==> src/rtl/txpa_pkg.sv <==
package txpa_pkg;
   typedef enum logic {
      ST_PLL_READY = 1'b0,
      ST_BUSY_TX   = 1'b1
   } txpa_state_e;
endpackage

==> src/rtl/txpa_edge.sv <==
module txpa_edge (
   input  logic clk,
   input  logic rst_n,
   input  logic level_i,
   output logic rise_o
);
   logic prev_q;

   always_ff @(posedge clk or negedge rst_n) begin
      if (!rst_n) prev_q <= 1'b0;
      else        prev_q <= level_i;
   end

   assign rise_o = level_i & ~prev_q;
endmodule

==> src/rtl/txpa_tick_count.sv <==
module txpa_tick_count #(
   parameter int unsigned LIMIT = 16,
   parameter int unsigned CNT_W = $clog2(LIMIT + 1)
) (
   input  logic             clk,
   input  logic             rst_n,
   input  logic             clear_i,
   input  logic             run_i,
   input  logic             tick_i,
   output logic [CNT_W-1:0] count_o,
   output logic             done_o
);
   localparam logic [CNT_W-1:0] LIM = CNT_W'(LIMIT);

   if (LIMIT < 1) begin : g_bad_limit
      $error("txpa_tick_count: LIMIT must be at least 1");
   end

   logic [CNT_W-1:0] cnt_q;

   always_ff @(posedge clk or negedge rst_n) begin
      if (!rst_n)                         cnt_q <= '0;
      else if (clear_i)                   cnt_q <= '0;
      else if (run_i && tick_i && cnt_q != LIM) cnt_q <= cnt_q + 1'b1;
   end

   assign count_o = cnt_q;
   assign done_o  = (cnt_q == LIM);

   assert_count_sat_R10: assert property (@(posedge clk) disable iff (!rst_n)
      cnt_q <= LIM);
   assert_count_hold_R10: assert property (@(posedge clk) disable iff (!rst_n)
      (!clear_i && !tick_i) |=> $stable(cnt_q));
endmodule

==> src/rtl/txpa_lead_gate.sv <==
module txpa_lead_gate #(
   parameter int unsigned LEAD_W       = 2,
   parameter int unsigned STEP_US      = 2,
   parameter int unsigned MOD_DELAY_US = 16,
   parameter int unsigned CNT_W        = $clog2(MOD_DELAY_US + 1)
) (
   input  logic              clk,
   input  logic              rst_n,
   input  logic              load_i,
   input  logic [LEAD_W-1:0] lead_i,
   input  logic [CNT_W-1:0]  count_i,
   input  logic              active_i,
   input  logic              kill_i,
   output logic              en_o
);
   localparam int unsigned MAX_LEAD = STEP_US * (2 ** LEAD_W);

   if (MAX_LEAD > MOD_DELAY_US) begin : g_bad_lead
      $error("txpa_lead_gate: largest lead exceeds modulation delay");
   end

   logic [LEAD_W-1:0] lead_q;
   logic [CNT_W-1:0]  thr;

   always_ff @(posedge clk or negedge rst_n) begin
      if (!rst_n)      lead_q <= '0;
      else if (load_i) lead_q <= lead_i;
   end

   always_comb begin
      thr = CNT_W'(MOD_DELAY_US - (int'(lead_q) + 1) * STEP_US);
   end

   assign en_o = active_i & ~kill_i & (count_i >= thr);

   assert_lead_held_R6: assert property (@(posedge clk) disable iff (!rst_n)
      !load_i |=> $stable(lead_q));
endmodule

==> src/rtl/txpa_sequencer.sv <==
module txpa_sequencer #(
   parameter int unsigned MOD_DELAY_US = 16,
   parameter int unsigned LEAD_W       = 2,
   parameter int unsigned STEP_US      = 2,
   parameter bit          EXT_FROM_BUF = 1'b0
) (
   input  logic              clk,
   input  logic              rst_n,
   input  logic              us_tick_i,
   input  logic              trig_i,
   input  logic              frame_done_i,
   input  logic [LEAD_W-1:0] buf_lead_i,
   input  logic [LEAD_W-1:0] pa_lead_i,
   output logic              state_o,
   output logic              pa_buf_en_o,
   output logic              pa_en_o,
   output logic              mod_en_o,
   output logic              ext_pa_p_o,
   output logic              ext_pa_n_o
);
   import txpa_pkg::*;

   localparam int unsigned CNT_W = $clog2(MOD_DELAY_US + 1);
   localparam int unsigned N_CH  = 2;

   if (LEAD_W < 1) begin : g_bad_w
      $error("txpa_sequencer: LEAD_W must be at least 1");
   end

   txpa_state_e      state_q;
   logic             trig_rise;
   logic             start;
   logic             busy;
   logic [CNT_W-1:0] count;
   logic             at_mod;
   logic [LEAD_W-1:0] lead_in [N_CH];
   logic [N_CH-1:0]  ch_en;
   logic             ext_src;

   txpa_edge u_edge (
      .clk    (clk),
      .rst_n  (rst_n),
      .level_i(trig_i),
      .rise_o (trig_rise)
   );

   assign busy  = (state_q == ST_BUSY_TX);
   assign start = (state_q == ST_PLL_READY) & trig_rise;

   always_ff @(posedge clk or negedge rst_n) begin
      if (!rst_n) state_q <= ST_PLL_READY;
      else begin
         unique case (state_q)
            ST_PLL_READY: if (trig_rise)    state_q <= ST_BUSY_TX;
            ST_BUSY_TX:   if (frame_done_i) state_q <= ST_PLL_READY;
            default:                        state_q <= ST_PLL_READY;
         endcase
      end
   end

   txpa_tick_count #(.LIMIT(MOD_DELAY_US), .CNT_W(CNT_W)) u_cnt (
      .clk    (clk),
      .rst_n  (rst_n),
      .clear_i(~busy),
      .run_i  (busy),
      .tick_i (us_tick_i),
      .count_o(count),
      .done_o (at_mod)
   );

   assign lead_in[0] = buf_lead_i;
   assign lead_in[1] = pa_lead_i;

   for (genvar c = 0; c < N_CH; c++) begin : g_ch
      txpa_lead_gate #(
         .LEAD_W(LEAD_W), .STEP_US(STEP_US),
         .MOD_DELAY_US(MOD_DELAY_US), .CNT_W(CNT_W)
      ) u_gate (
         .clk     (clk),
         .rst_n   (rst_n),
         .load_i  (start),
         .lead_i  (lead_in[c]),
         .count_i (count),
         .active_i(busy),
         .kill_i  (frame_done_i),
         .en_o    (ch_en[c])
      );
   end

   assign pa_buf_en_o = ch_en[0];
   assign pa_en_o     = ch_en[1];
   assign mod_en_o    = busy & ~frame_done_i & at_mod;

   if (EXT_FROM_BUF) begin : g_ext_buf
      assign ext_src = ch_en[0];
   end else begin : g_ext_pa
      assign ext_src = ch_en[1];
   end

   assign ext_pa_p_o = ext_src;
   assign ext_pa_n_o = ~ext_src;
   assign state_o    = state_q;

   assert_trig_starts_R2: assert property (@(posedge clk) disable iff (!rst_n)
      (state_q == ST_PLL_READY && trig_rise) |=> state_q == ST_BUSY_TX);
   assert_busy_holds_R9: assert property (@(posedge clk) disable iff (!rst_n)
      (state_q == ST_BUSY_TX && !frame_done_i) |=> state_q == ST_BUSY_TX);
   assert_done_returns_R8: assert property (@(posedge clk) disable iff (!rst_n)
      (state_q == ST_BUSY_TX && frame_done_i) |=> state_q == ST_PLL_READY);
   assert_done_drops_R8: assert property (@(posedge clk) disable iff (!rst_n)
      frame_done_i |-> (!pa_buf_en_o && !pa_en_o && !mod_en_o));
   assert_ext_pair_R7: assert property (@(posedge clk) disable iff (!rst_n)
      ext_pa_p_o != ext_pa_n_o);
   assert_mod_after_leads_R3: assert property (@(posedge clk) disable iff (!rst_n)
      mod_en_o |-> (pa_buf_en_o && pa_en_o));
   assert_ready_quiet_R10: assert property (@(posedge clk) disable iff (!rst_n)
      (state_q == ST_PLL_READY) |-> (!pa_buf_en_o && !pa_en_o && !mod_en_o));
endmodule

==> config.mk <==
export PLATFORM = sky130hd
export DESIGN_NAME = txpa_sequencer
export DESIGN_NICKNAME = d
export VERILOG_FILES = /design/src/rtl/txpa_pkg.sv /design/src/rtl/txpa_edge.sv /design/src/rtl/txpa_tick_count.sv /design/src/rtl/txpa_lead_gate.sv /design/src/rtl/txpa_sequencer.sv
export SDC_FILE = /design/constraint.sdc
export NUM_CORES = 1
export LEC_CHECK = 0
export ABC_AREA = 1
export ABC_CLOCK_PERIOD_IN_PS = 2500
export BUFFER_PORTS_ARGS = -buffer_cell sky130_fd_sc_hd__buf_2
export CAP_MARGIN = 40
export CORE_UTILIZATION = 41
export CTS_CLUSTER_SIZE = 8
export DETAILED_ROUTE_END_ITERATION = 7
export PLACE_DENSITY = 0.71
export SLEW_MARGIN = 10
export SYNTH_ARGS = -nofsm -noshare
export SYNTH_HDL_FRONTEND = slang
export SYNTH_SLANG_ARGS = --single-unit
==> constraint.sdc <==
create_clock -name clk -period 2.5 [get_ports clk]
set_clock_uncertainty 0.2 [all_clocks]
set_input_delay 0.125 -clock clk [delete_from_list [all_inputs] [get_ports clk]]
set_output_delay 0.125 -clock clk [all_outputs]
set_load 0.005 [all_outputs]
==> flow_summary.toml, run 1 <==
[route]
avgRoutedWirePerCell_um = 10.77
drtPass1Iterations = 4
drc = 0
vias = 734
antenna_left = 0
routed_wirelength_um = 1701
via_per_inst = 4.646
drt_iter0_drc = 6

[worst_setup_path]
worstSetupPathType = "flip-flop to output port"
regToRegSetupSlack_ps = 990
startpoint_type = "flip-flop"
end_kind = "output port"
critical_path.slowest_cell = "dfrtp_2"
cpPeakStageDelay_ps = 410
worst_ep_arrival_time_ps = 2020
cp.required_ps = 2170
path_max_fanout = 5
path_cells = "inv_1 > ha_1 > xor2_1 > ha_1 > nand2_1 > nand3b_1 > nand3_1 > nand2_1 > inv_2 > buf_2"

[finish]
area_growth_pct = 22.75
final_util_pct = 54.02
layout-drive-gt1-share_pct = 24.43
diodes = 0
multi_input_area_sq_um = 498.0
fillerInstances = 207
seqCellArea_sq_um = 276.5
nets = 154

[timing]
fin_crit_sh_pct = 93.81
tns_ps = 0
min_period_ps = 2345
hold_viol = 0
timing.fmax_mhz = 426.4
slew_viol_final = 0
rsz0062_at_grt = "false"
finalSetupViolCount = 0

[power]
p_per_area_nw_per_um2 = 449.3
peakVddDrop_mv = 0.3573
finalPower_mw = 0.4762
p_leak_nw = 0.6027

[clock_tree]
clk_pin_slew_ps = 70
cts-root-buf = "clkbuf_4"
cts_tree = "built"
postCtsSetupBuffers = 0
numCtsBuffers = 3
clk_latency_ps = 270
cts.sinks = 11
clock_path_buffers = 2
cts_max_level = 1

[floorplan]
die_y_um = 47.89
rows = 16
die_area_sq_um = 2293
die_width_um = 47.89
start_util_pct = 44.01
core_area_sq_um = 1962
pin_count = 15

[synthesis]
synth_seq_area_share_pct = 31.88
ys_seq_elements = 11
synth-simple-area-share_pct = 28.99
synth_mux_area_share_pct = 0
syn_avg_cell_area_sq_um = 8.068
netlist_area_sq_um = 863.3
yosys_warnings = 0
post_synth_main_area_contributors = "dfrtp_1 (32%), ha_1 (19%), nand2_1 (7.8%)"
synth_compound_area_share_pct = 6.957
synth_fa_ha_area_share_pct = 18.84
synth.distinct_cells = 21
synthesis.nets = 129
synth_largest_area_cell = "dfrtp_1"
synth_top_family_by_area = "simple AND/OR/NAND/NOR gates"
synth_top_area_share_pct = 31.88
postSynthCellCount = 107
synthXorXnorAreaFrac_pct = 2.029

[global_route]
grt_pass1_vias = 614
busiest_layer = "met2"
grt_util_all_layers_pct = 17.40
grt_max_degree = 12
grt_pass1_wl_um = 2663
grtUsageMet2_pct = 29.46
grt-ovfl-total = 0
use_met3_pct = 1.132
grt_use_met1_pct = 21.76
antenna_found_initial = 0

[min_path]
min_path_type = "input port to asynchronous set/reset pin"

[outcome]
status = "finished clean"

[placement]
io_buffers = 14
place_hpwl_um = 1241
gp_congestion = 0.7997

[run]
cap_viol_max_count = 0
## report_power, final
| part | total, mW | leakage (nW) | internal, mW | switching, mW |
|---|---|---|---|---|
| logic | 0.139 | 0.450 | 0.0628 | 0.0767 |
| registers | 0.214 | 0.138 | 0.195 | 0.0189 |
| clock network | 0.122 | 0.0150 | 0.0618 | 0.0606 |
| total | 0.476 | 0.603 | 0.320 | 0.156 |
## layout make-up
class                      count  area share [%]
tap                           27           3.188
timing repair buffer          22           14.17
multi-input combinational     74           46.99
clock buffer                   4           2.479
sequential                    11           26.09
inverter                      20           7.084
## sequential cells by signal (all words and copies together) (netlist names)
register            cells
u_edge.prev_q           1
g_ch.u_gate.lead_q      4
u_cnt.count_o           5
state_o                 1
## per-stage QoR
stage                     area [sq um]  worst slack (ps)  instances  hold slack [ps]
final                             1060             154.7        158            87.05
after global routing              1060             1.747        158            97.35
after CTS                         1059             87.75        158            43.66
after detailed placement         952.2             393.2        146           -193.3
after global placement           952.2             461.5        146           -194.0
after floorplan                  863.3             473.4        107           -370.6
## placed cells by master, fill, tap and decap left out, drive strengths merged
cell / count
clkbuf: 4
nand3: 5
ha: 13
o21ai: 4
buf: 14
dfrtp: 11
o21bai: 1
xor2: 2
nand3b: 2
dlygate4sd3: 8
nand4: 5
nor2: 12
conb: 2
inv: 20
nand2: 23
a21oi: 5
## final timing paths
kind,cells after the start,from,endpoint
worst max-delay path,10,g_ch[1].u_gate.lead_q[0],ext_pa_p_o
worst min register to register,2,g_ch[0].u_gate.lead_q[1],g_ch[0].u_gate.lead_q[1]
worst min-delay path,2,rst_n,u_cnt.count_o[1]
max in group asynchronous,2,rst_n,g_ch[1].u_gate.lead_q[0]
min in group clk,2,g_ch[0].u_gate.lead_q[1],g_ch[0].u_gate.lead_q[1]
worst max register to register,9,u_cnt.count_o[1],u_cnt.count_o[3]
## cell usage after synthesis
cell type / instances
xor2_1: 2
o21ai_1: 1
ha_1: 13
nand4_1: 5
o21ai_0: 1
nor2_1: 9
nand2_4: 3
inv_1: 17
buf_4: 2
nand3b_1: 1
nor2_2: 3
inv_2: 3
nand2_1: 18
nand3b_4: 1
o21bai_1: 1
a21oi_1: 5
conb_1: 2
nand3_1: 5
dfrtp_1: 11
o21ai_2: 2
nand2_2: 2
## worst max-delay path: cells and delay by family, from the launching register on
kind                     cells  cell delay, ps
XOR/XNOR                     1             170
adder cells (fa/ha/maj)      2             610
AND/OR/NAND/NOR              4             330
buffers and inverters        3             250
flip-flops                   1             410
## kinds of logic (layout without fill, tap and decap cells)
family,after synthesis,count (layout)
AOI/OAI and AO/OA,10,10
xor gates and xnor gates,2,2
adders and majority gates,13,13
buffers and inverters,22,46
DFF,11,11
other,2,2
and+or+nand+nor,47,47
## layer usage
layer / share of wire [%] / routed length [um]
met1: 45 / 772
met2: 51 / 871
met3: 2.6 / 44
met4: 0.76 / 13
met5: 0 / 0
## repair_timing
action | CTS | global route
hold buffers | 8 | 0
setup endpoints to repair | 0 | 3
gates resized for setup | 0 | 1
endpoints found under the hold margin | 20 | 0
(Power assumes the default switching activity.)
==> inputs of run 2 (changes only) <==
CTS_BUF_LIST = sky130_fd_sc_hd__clkbuf_8   (was default)
==> run 2 against run 1 <==
Compared with the run above: wire length shrank 8.0%; hold slack lost 82 ps; critical path depth is the same; clock power grew 40%; core utilization grew 0.38 points; die area is the same; critical path type unchanged.
==> flow_summary.toml, run 2 (same netlist as run 1, synthesis figures left out) <==
[outcome]
status = "finished clean"

[timing]
fin_crit_sh_pct = 93.97
min_period_ps = 2349
slew_viol_final = 0
hold_viol = 0
finalSetupViolCount = 0
tns_ps = 0
timing.hold.ws_ps = 4.559
timing.fmax_mhz = 425.7
setup_slack_ps = 150.8
rsz0062_at_grt = "false"

[floorplan]
pin_count = 15
die_area_sq_um = 2293
start_util_pct = 44.01
die_width_um = 47.89
core_area_sq_um = 1962
die_y_um = 47.89
rows = 16

[global_route]
grt_pass1_vias = 600
grt-ovfl-total = 0
grt_pass1_wl_um = 2511
grt_util_all_layers_pct = 16.28
grt_max_degree = 12
antenna_found_initial = 0

[clock_tree]
cts_tree = "built"
cts.sinks = 11
hold_buffers = 7
numCtsBuffers = 3
cts-root-buf = "clkbuf_8"
cts_resized = 0
clk_pin_slew_ps = 50
clk_latency_ps = 230
clock_path_buffers = 2
cts_max_level = 1
postCtsSetupBuffers = 0

[finish]
layout-drive-gt1-share_pct = 23.85
diodes = 0
largest_reg_flops = 5
layout_common_cells = "inv_1 (18), nand2_1 (18), buf_2 (14)"
fillerInstances = 203
nets = 153
area_growth_pct = 23.62
fin_area_sq_um = 1067

[placement]
io_buffers = 14
placed_area_sq_um = 952.2
gp_congestion = 0.7997
place_hpwl_um = 1241
post-place-ws_ps = 393.2

[route]
via_per_inst = 4.618
avgRoutedWirePerCell_um = 9.968
routed_wirelength_um = 1565
antenna_left = 0
drc = 0
drt_iter0_drc = 8
drtPass1Iterations = 4
vias = 725

[power]
p_leak_nw = 0.6112
p_per_area_nw_per_um2 = 488.4
peakVddDrop_mv = 0.3765

[worst_setup_path]
path_max_fanout = 5
cp_num_buf_inv = 3
path_delay_family = "adder cells"
worst_ep_arrival_time_ps = 2020
end_kind = "output port"
path_cells = "inv_1 > ha_1 > xor2_1 > ha_1 > nand2_1 > nand3b_1 > nand3_1 > nand2_1 > inv_2 > buf_2"
worstSetupPathType = "flip-flop to output port"
cp.required_ps = 2170
startpoint_type = "flip-flop"
cpPeakStageDelay_ps = 420
critical_path.slowest_cell = "dfrtp_1"

[run]
cap_viol_max_count = 0

[min_path]
min_path_type = "input port to flip-flop"
## run 2: report_power, final
group / switching, mW / total [mW] / internal [mW]
clock network: 0.0638 / 0.171 / 0.108
logic: 0.0746 / 0.136 / 0.0616
registers: 0.0183 / 0.214 / 0.195
## run 2: final cells by class
cell class              count  area (sq um)  area share, %
flip-flops and latches     11         275.3          25.79
inverters                  20         75.07          7.034
multi-input cells          74         498.0          46.66
clock buffers               3         41.29          3.869
repair buffers             21         140.1          13.13
well taps                  27         33.78          3.165
clock inverters             1         3.754         0.3517
## run 2: final timing paths
path	startpoint	slack, ps	depth (start not counted)	to
max in group asynchronous	rst_n	1820	2	g_ch[1].u_gate.lead_q[0]
worst min register to register	g_ch[0].u_gate.lead_q[1]	320	2	g_ch[0].u_gate.lead_q[1]
worst max register to register	u_cnt.count_o[1]	990	9	u_cnt.count_o[3]
worst min-delay path	us_tick_i	5	3	u_cnt.count_o[2]
worst max-delay path	g_ch[1].u_gate.lead_q[0]	150	10	ext_pa_p_o
min in group asynchronous	rst_n	80	2	u_cnt.count_o[3]
## run 2: per-layer routing
layer | up-vias | track usage, % | wire [um]
met1 | 320 | 20.28 | 702
li1 | 383 | - | -
met2 | 18 | 27.30 | 794
met4 | 0 | 8.333 | 25
met5 | - | 0 | 0
met3 | 4 | 2.264 | 43
## run 2: worst register-to-register path, delay by kind of cell (launching register included)
family	cells	cell delay (ps)
flops	1	400
buf+inv	2	250
simple gates	6	380
fa+ha+maj	1	170
## run 2: per-stage QoR
step	cells	total power [mW]	util, %
finish	157	0.5213	54.40
global route	157	0.5585	54.40
CTS	157	0.5278	54.40
detailed placement	146	0.3469	48.53
global placement	146	0.3365	48.53
floorplan	107	0.3093	-
